`src/rtl/i2c_cmd_pkg.sv`:
```
package i2c_cmd_pkg;

    localparam int BYTE_W = 8;

    typedef logic [BYTE_W-1:0] byte_t;

    typedef enum logic [3:0] {
        ST_IDLE,
        ST_RX,
        ST_RX_END,
        ST_ACK,
        ST_TX,
        ST_TX_END,
        ST_MACK,
        ST_MACK_END,
        ST_SKIP
    } bus_st_t;

    typedef struct packed {
        byte_t op;
        byte_t arg;
    } cmd_t;

    typedef struct packed {
        logic scl;
        logic sda;
        logic scl_rise;
        logic scl_fall;
        logic start;
        logic stop;
    } line_ev_t;

    // Number of bytes a write command occupies, opcode included.
    function automatic logic [1:0] cmd_len(byte_t op);
        return op[BYTE_W-1] ? 2'd2 : 2'd1;
    endfunction

endpackage

```
`src/rtl/i2c_line_sync.sv`:
```
module i2c_line_sync
    import i2c_cmd_pkg::*;
#(
    parameter int STAGES = 2
) (
    input  logic     clk,
    input  logic     rst,
    input  logic     scl_i,
    input  logic     sda_i,
    output line_ev_t ev
);

    logic [STAGES-1:0] scl_ff;
    logic [STAGES-1:0] sda_ff;
    logic              scl_p;
    logic              sda_p;

    for (genvar g = 0; g < STAGES; g++) begin : g_stage
        if (g == 0) begin : g_first
            always_ff @(posedge clk) begin
                if (rst) begin
                    scl_ff[g] <= 1'b1;
                    sda_ff[g] <= 1'b1;
                end else begin
                    scl_ff[g] <= scl_i;
                    sda_ff[g] <= sda_i;
                end
            end
        end else begin : g_next
            always_ff @(posedge clk) begin
                if (rst) begin
                    scl_ff[g] <= 1'b1;
                    sda_ff[g] <= 1'b1;
                end else begin
                    scl_ff[g] <= scl_ff[g-1];
                    sda_ff[g] <= sda_ff[g-1];
                end
            end
        end
    end

    always_ff @(posedge clk) begin
        if (rst) begin
            scl_p <= 1'b1;
            sda_p <= 1'b1;
        end else begin
            scl_p <= scl_ff[STAGES-1];
            sda_p <= sda_ff[STAGES-1];
        end
    end

    always_comb begin
        ev.scl      = scl_ff[STAGES-1];
        ev.sda      = sda_ff[STAGES-1];
        ev.scl_rise = ev.scl & ~scl_p;
        ev.scl_fall = ~ev.scl & scl_p;
        ev.start    = ev.scl & scl_p & sda_p & ~ev.sda;
        ev.stop     = ev.scl & scl_p & ~sda_p & ev.sda;
    end

endmodule

```
`src/rtl/i2c_slave_fsm.sv`:
```
module i2c_slave_fsm
    import i2c_cmd_pkg::*;
(
    input  logic       clk,
    input  logic       rst,
    input  logic       active,
    input  logic [6:0] my_addr,
    input  line_ev_t   ev,
    input  byte_t      irq_in,
    output logic       sda_oe,
    output logic       cmd_valid,
    output cmd_t       cmd
);

    bus_st_t    st;
    logic [2:0] cnt;
    byte_t      sh;
    byte_t      tx;
    byte_t      op_q;
    logic [1:0] nbytes;
    logic       is_addr;
    logic       rw;
    logic       m_ack;
    logic       oe_q;

    always_ff @(posedge clk) begin
        if (rst || !active) begin
            st        <= ST_IDLE;
            cnt       <= '0;
            sh        <= '0;
            tx        <= '0;
            op_q      <= '0;
            nbytes    <= '0;
            is_addr   <= 1'b0;
            rw        <= 1'b0;
            m_ack     <= 1'b0;
            oe_q      <= 1'b0;
            cmd_valid <= 1'b0;
            cmd       <= '0;
        end else begin
            cmd_valid <= 1'b0;
            if (ev.start) begin
                st      <= ST_RX;
                is_addr <= 1'b1;
                cnt     <= '0;
                oe_q    <= 1'b0;
            end else if (ev.stop) begin
                st   <= ST_IDLE;
                oe_q <= 1'b0;
            end else begin
                case (st)
                    ST_RX: begin
                        if (ev.scl_rise) begin
                            sh  <= {sh[BYTE_W-2:0], ev.sda};
                            cnt <= cnt + 3'd1;
                            if (cnt == 3'd7) st <= ST_RX_END;
                        end
                    end
                    ST_RX_END: begin
                        if (ev.scl_fall) begin
                            if (is_addr) begin
                                is_addr <= 1'b0;
                                if (sh[7:1] == my_addr) begin
                                    oe_q   <= 1'b1;
                                    rw     <= sh[0];
                                    nbytes <= '0;
                                    st     <= ST_ACK;
                                end else begin
                                    st <= ST_SKIP;
                                end
                            end else begin
                                rw <= 1'b0;
                                st <= ST_ACK;
                                if (nbytes == 2'd0) begin
                                    oe_q   <= 1'b1;
                                    op_q   <= sh;
                                    nbytes <= 2'd1;
                                    if (cmd_len(sh) == 2'd1) begin
                                        cmd_valid <= 1'b1;
                                        cmd.op    <= sh;
                                        cmd.arg   <= '0;
                                    end
                                end else if (nbytes < cmd_len(op_q)) begin
                                    oe_q      <= 1'b1;
                                    nbytes    <= nbytes + 2'd1;
                                    cmd_valid <= 1'b1;
                                    cmd.op    <= op_q;
                                    cmd.arg   <= sh;
                                end
                            end
                        end
                    end
                    ST_ACK: begin
                        if (ev.scl_fall) begin
                            cnt <= '0;
                            if (rw) begin
                                tx   <= irq_in;
                                oe_q <= ~irq_in[BYTE_W-1];
                                st   <= ST_TX;
                            end else begin
                                oe_q <= 1'b0;
                                st   <= ST_RX;
                            end
                        end
                    end
                    ST_TX: begin
                        if (ev.scl_rise) begin
                            cnt <= cnt + 3'd1;
                            if (cnt == 3'd7) st <= ST_TX_END;
                        end else if (ev.scl_fall) begin
                            tx   <= {tx[BYTE_W-2:0], 1'b0};
                            oe_q <= ~tx[BYTE_W-2];
                        end
                    end
                    ST_TX_END: begin
                        if (ev.scl_fall) begin
                            oe_q <= 1'b0;
                            st   <= ST_MACK;
                        end
                    end
                    ST_MACK: begin
                        if (ev.scl_rise) begin
                            m_ack <= ~ev.sda;
                            st    <= ST_MACK_END;
                        end
                    end
                    ST_MACK_END: begin
                        if (ev.scl_fall) begin
                            if (m_ack) begin
                                tx   <= irq_in;
                                oe_q <= ~irq_in[BYTE_W-1];
                                cnt  <= '0;
                                st   <= ST_TX;
                            end else begin
                                st <= ST_SKIP;
                            end
                        end
                    end
                    default: ;
                endcase
            end
        end
    end

    assign sda_oe = oe_q;


    oe_edge_chk: assert property (@(posedge clk) disable iff (rst)
        (!$stable(oe_q) && $past(active) && !$past(ev.start) && !$past(ev.stop))
            |-> !$past(ev.scl));


    strobe_pulse_chk: assert property (@(posedge clk) disable iff (rst)
        cmd_valid |=> !cmd_valid);


    gate_idle_chk: assert property (@(posedge clk) disable iff (rst)
        !active |=> (!oe_q && !cmd_valid));

endmodule

```
`src/rtl/i2c_irq_reg.sv`:
```
module i2c_irq_reg
    import i2c_cmd_pkg::*;
(
    input  logic  clk,
    input  logic  rst,
    input  byte_t evt,
    input  logic  clr,
    input  byte_t clr_mask,
    output byte_t bits
);

    byte_t irq_q;

    always_ff @(posedge clk) begin
        if (rst) begin
            irq_q <= '0;
        end else begin
            irq_q <= (irq_q & ~(clr ? clr_mask : byte_t'(0))) | evt;
        end
    end

    assign bits = irq_q;


    irq_set_chk: assert property (@(posedge clk) disable iff (rst)
        (|evt) |=> ((irq_q & $past(evt)) == $past(evt)));

endmodule

```
`src/rtl/i2c_cmd_slave.sv`:
```
module i2c_cmd_slave
    import i2c_cmd_pkg::*;
#(
    parameter int         SYNC_STAGES = 2,
    parameter logic [6:0] ADDR_LO     = 7'h14,
    parameter logic [6:0] ADDR_HI     = 7'h15,
    parameter logic [7:0] IRQ_CLR_OP  = 8'h8F
) (
    input  logic       clk,
    input  logic       rst,
    input  logic       mode_sel,
    input  logic       bus_en,
    input  logic       addr_sel,
    input  logic       scl_i,
    input  logic       sda_i,
    output logic       sda_oe,
    input  logic [7:0] irq_evt,
    output logic       irq_o,
    output logic       cmd_valid,
    output logic [7:0] cmd_op,
    output logic [7:0] cmd_arg
);

    logic     rst_int;
    logic     active;
    line_ev_t ev;
    cmd_t     cmd;
    byte_t    irq_bits;
    logic     clr;

    assign rst_int = rst | (~mode_sel & ~bus_en);
    assign active  = ~mode_sel;

    i2c_line_sync #(.STAGES(SYNC_STAGES)) u_sync (
        .clk   (clk),
        .rst   (rst_int),
        .scl_i (scl_i),
        .sda_i (sda_i),
        .ev    (ev)
    );

    i2c_slave_fsm u_fsm (
        .clk       (clk),
        .rst       (rst_int),
        .active    (active),
        .my_addr   (addr_sel ? ADDR_HI : ADDR_LO),
        .ev        (ev),
        .irq_in    (irq_bits),
        .sda_oe    (sda_oe),
        .cmd_valid (cmd_valid),
        .cmd       (cmd)
    );

    assign clr = cmd_valid && (cmd.op == IRQ_CLR_OP);

    i2c_irq_reg u_irq (
        .clk      (clk),
        .rst      (rst_int),
        .evt      (irq_evt),
        .clr      (clr),
        .clr_mask (cmd.arg),
        .bits     (irq_bits)
    );

    assign irq_o   = |irq_bits;
    assign cmd_op  = cmd.op;
    assign cmd_arg = cmd.arg;


    bus_reset_chk: assert property (@(posedge clk) disable iff (rst)
        (!mode_sel && !bus_en) |=> (irq_bits == '0 && !sda_oe));

endmodule

```
`config.mk`:
```
export PLATFORM = sky130hd
export DESIGN_NAME = i2c_cmd_slave
export DESIGN_NICKNAME = d
export VERILOG_FILES = /design/src/rtl/i2c_cmd_pkg.sv /design/src/rtl/i2c_line_sync.sv /design/src/rtl/i2c_slave_fsm.sv /design/src/rtl/i2c_irq_reg.sv /design/src/rtl/i2c_cmd_slave.sv
export SDC_FILE = /design/constraint.sdc
export NUM_CORES = 1
export LEC_CHECK = 0
export BUFFER_PORTS_ARGS = -buffer_cell sky130_fd_sc_hd__buf_2
export CAP_MARGIN = 15
export CORE_MARGIN = 1
export CORE_UTILIZATION = 35
export CTS_BUF_LIST = sky130_fd_sc_hd__clkbuf_16
export CTS_CLUSTER_SIZE = 8
export DETAILED_ROUTE_END_ITERATION = 8
export PLACE_DENSITY = 0.55
export SYNTH_ARGS = -nofsm -noshare
export SYNTH_HDL_FRONTEND = slang
export SYNTH_SLANG_ARGS = --single-unit
```
`constraint.sdc`:
```
create_clock -name clk -period 2.8 [get_ports clk]
set_clock_uncertainty 0.2 [all_clocks]
set_input_delay 0.56 -clock clk [delete_from_list [all_inputs] [get_ports clk]]
set_output_delay 0.56 -clock clk [all_outputs]
set_load 0.01 [all_outputs]
```
==> results.md <==
- Fin util: 43.59%
- Max-slew headroom: 56.94%
- Drt first-iter violations: 76
- Share of flip-flops with an asynchronous set or reset: 0%
- Largest stage delay, worst path: 0.76 ns
- Worst path cell trace: or4b_2, or3b_1, mux2i_1, nor2_1
- Share of the yosys chip area belonging to registers: 43.68%
- Die area: 9151 µm²
- Die Y: 95.66 µm
- MaxCap Viol Count: 0
- Global-route usage over all layers: 17.33%
- Syn Area/Cell: 8.952 µm²
- FMAX: 422.6 MHz
- Htree depth: 3
- Syn_nets: 362
- Max VDD drop: 0.2704 mV
- Starting Density: 36.81%
- Distinct cells, synth: 55
- Critical path arrival: 2.36 ns
- Final Cycle Share: 84.52%
- ANT nets after route: 0
- Critical path type: flip-flop to flip-flop
- Leakage: 0.001423 µW
- Synth Area in Simple Gates: 24.37%
- Fill cells: 848
- Vias/cell: 5.183
- Routed WL: 7193 µm
- Main combinational cell family by area after synthesis: simple AND/OR/NAND/NOR gates
- Mux contribution to synthesized area: 10.43%
- CTS tree: built
- CTS Buffer Depth: 2
- Post-synth EDFFs: 0
- Worst-path clk slew: 0.06 ns
- Clk sinks: 67
- RSZ-0062 raised after global routing: false
- Required time of the critical path: 2.80 ns
- Setup Fix Bufs, Post-CTS: 0
- First-pass GRT wire length: 12,040 µm
- Initial antenna violation count: 0
- Minimum clock period: 2.366 ns
- Clock Latency Late Sink: 0.33 ns
- Cell Area, Synth: 3070 µm²
- Vias in the first global route: 2,402
- Core area: 8341 µm²
- Post-synthesis register bit count: 67
- Post-Synth XOR/XNOR Area: 0.5705%
- Worst Tran Pin Value: 0.6424 ns
- Worst Setup End Kind: flip-flop
- I/O pins: 34
- Cell Pwr Density: 555.7 nW/µm²
- Primary FF master, synth: dfxtp_1
- Area growth from synthesis to layout: 18.42%
- Placer congestion estimate: 0.8153
- Ant diodes: 0
- Compound-Gate Fraction of Synth Area: 14.91%
- Fin cells: 487
- Congestion Overflow GR: 0
- Syn. warnings: 0
- Final Hold Viols: 0
- Routed len/inst: 14.77 µm
- Final setup fails: 0
- Slowest CP cell: or4b_2
- CP max FO: 11
- Number of gates resized after cts: 0
- CTS Hold Bufs: 0
- Adder-cell share of the synthesized area: 1.956%
- Post-route DRC: 0
- # nets final: 396
- Die extent in x: 95.66 µm
- Row cnt: 33
- First-pass DRT Iterations: 4
- Final setup TNS: 0 ns
- Port-buffer cells: 33
- Status: finished, final reports clean
- Num CTS Buffers: 9
- Dpl cells: 471
- Share of cells above drive strength 1: 19.11%
- Mapped Cells: 343
- Largest net degree at the start of global routing: 46
- Delay-heaviest family, CP: simple AND/OR/NAND/NOR gates
- HPWL after DPL: 5097 µm
- Root Driver: clkbuf_16
- Worst path bufs/invs: 0
- Crit start category: flip-flop
- Max-slew violation count: 0
- Hold WC Path Type: input port to flip-flop
- Vias: 2,524
## per-layer routing
layer	share of wire (%)	GRT usage, %	up-vias
li1	-	-	1285
met1	50	22.86	1189
met2	45	27.32	38
met3	3.2	4.386	12
met4	1.4	6.095	0
met5	0	0	-
## synthesized netlist by cell type, types with 3 or more instances
library cell   n  area [µm²]
dfxtp_1       67        1341
nor2_1        53       198.9
mux2i_1       32       320.3
nand2_1       28       105.1
a21oi_1       26       130.1
clkbuf_1      15       56.30
a211oi_1      14       105.1
nand3b_1      11       82.58
buf_2          7       35.03
inv_1          6       22.52
nand2b_1       6       37.54
or2_2          6       37.54
ha_1           4       50.05
nor2b_1        4       25.02
nor3_1         4       20.02
nor4_1         4       25.02
o21ai_0        4       20.02
a21o_1         3       22.52
nand3_1        3       15.01
nor3b_1        3       22.52
## worst reg2reg max path, stage by stage, from the launching register on
cell,delay [ns]
dfxtp_1,0.41
or4b_2,0.77
or3b_1,0.59
mux2i_1,0.22
nor2_1,0.05
## cells by family (layout without fill, tap and decap cells)
family                   after synthesis  after routing
AND/OR/NAND/NOR                      141            141
AO/OA/AOI/OAI                         67             67
flip-flops                            67             67
multiplexers                          32             32
buffers and inverters                 29             68
adder cells (fa/ha/maj)                5              5
XOR/XNOR                               2              2
## through the flow
step | area (µm²) | hold WS, ns | total power, µW | worst slack, ns
2_1_floorplan | 3070 | 0.1925 | 1028 | 0.6541
3_3_place_gp | 3374 | 0.2007 | 1051 | 0.4445
3_5_place_dp | 3374 | 0.2074 | 1052 | 0.3786
4_1_cts | 3636 | 0.2127 | 2044 | 0.4197
5_1_grt | 3636 | 0.2123 | 2092 | 0.3253
6_report | 3636 | 0.2185 | 2021 | 0.4335
## state kept, by name, indices dropped and copies added, names as in the netlist
signal / cells
u_fsm.cmd: 16
u_fsm.cmd_valid: 1
u_fsm.cnt: 3
u_fsm.is_addr: 1
u_fsm.m_ack: 1
u_fsm.nbytes: 2
u_fsm.op_q: 8
u_fsm.rw: 1
u_fsm.sda_oe: 1
u_fsm.sh: 8
u_fsm.st: 4
u_fsm.tx: 7
u_irq.bits: 8
u_sync.ev: 2
u_sync.scl_ff: 1
u_sync.scl_p: 1
u_sync.sda_ff: 1
u_sync.sda_p: 1
## final timing paths
path                                        from                to  slack, ns  cells after the start
worst min register to register  u_sync.scl_ff[0]      u_sync.ev[5]       0.23                      1
worst min-delay path                       sda_i  u_sync.sda_ff[0]       0.22                      2
worst max register to register       u_fsm.st[1]       u_fsm.sh[0]       0.43                      4
worst max-delay path                 u_fsm.st[1]       u_fsm.sh[0]       0.43                      4
## cells in the final DEF (no fill, tap or decap), types with 3 or more instances in the layout
master / synthesis / routed
dfxtp_1: 67 / 67
nor2_1: 53 / 53
buf_2: 7 / 33
mux2i_1: 32 / 32
nand2_1: 28 / 28
a21oi_1: 26 / 26
a211oi_1: 14 / 14
buf_4: 0 / 13
nand3b_1: 11 / 11
clkbuf_16: 0 / 9
inv_1: 6 / 7
nand2b_1: 6 / 6
or2_2: 6 / 6
nor4_1: 4 / 4
o21ai_0: 4 / 4
nor2b_1: 4 / 4
nor3_1: 4 / 4
ha_1: 4 / 4
a21o_1: 3 / 3
nor3b_1: 3 / 3
nand3_1: 3 / 3
## layout make-up
type | instances | area, µm² | share of cell area, %
Clock buffer | 9 | 225.2 | 6.194
Clock inverter | 7 | 36.28 | 0.9979
Inverter | 6 | 22.52 | 0.6194
Multi-Input combinational cell | 247 | 1617 | 44.46
Sequential cell | 67 | 1341 | 36.89
Tap cell | 105 | 131.4 | 3.613
Timing Repair Buffer | 46 | 262.8 | 7.226
## power breakdown
part / switching, µW / leakage (µW) / internal, µW
Clock: 404 / 0.000127 / 585
Combinational: 30.4 / 0.000753 / 25.2
Sequential: 10.9 / 0.000542 / 965
(Power assumes the default switching activity.)
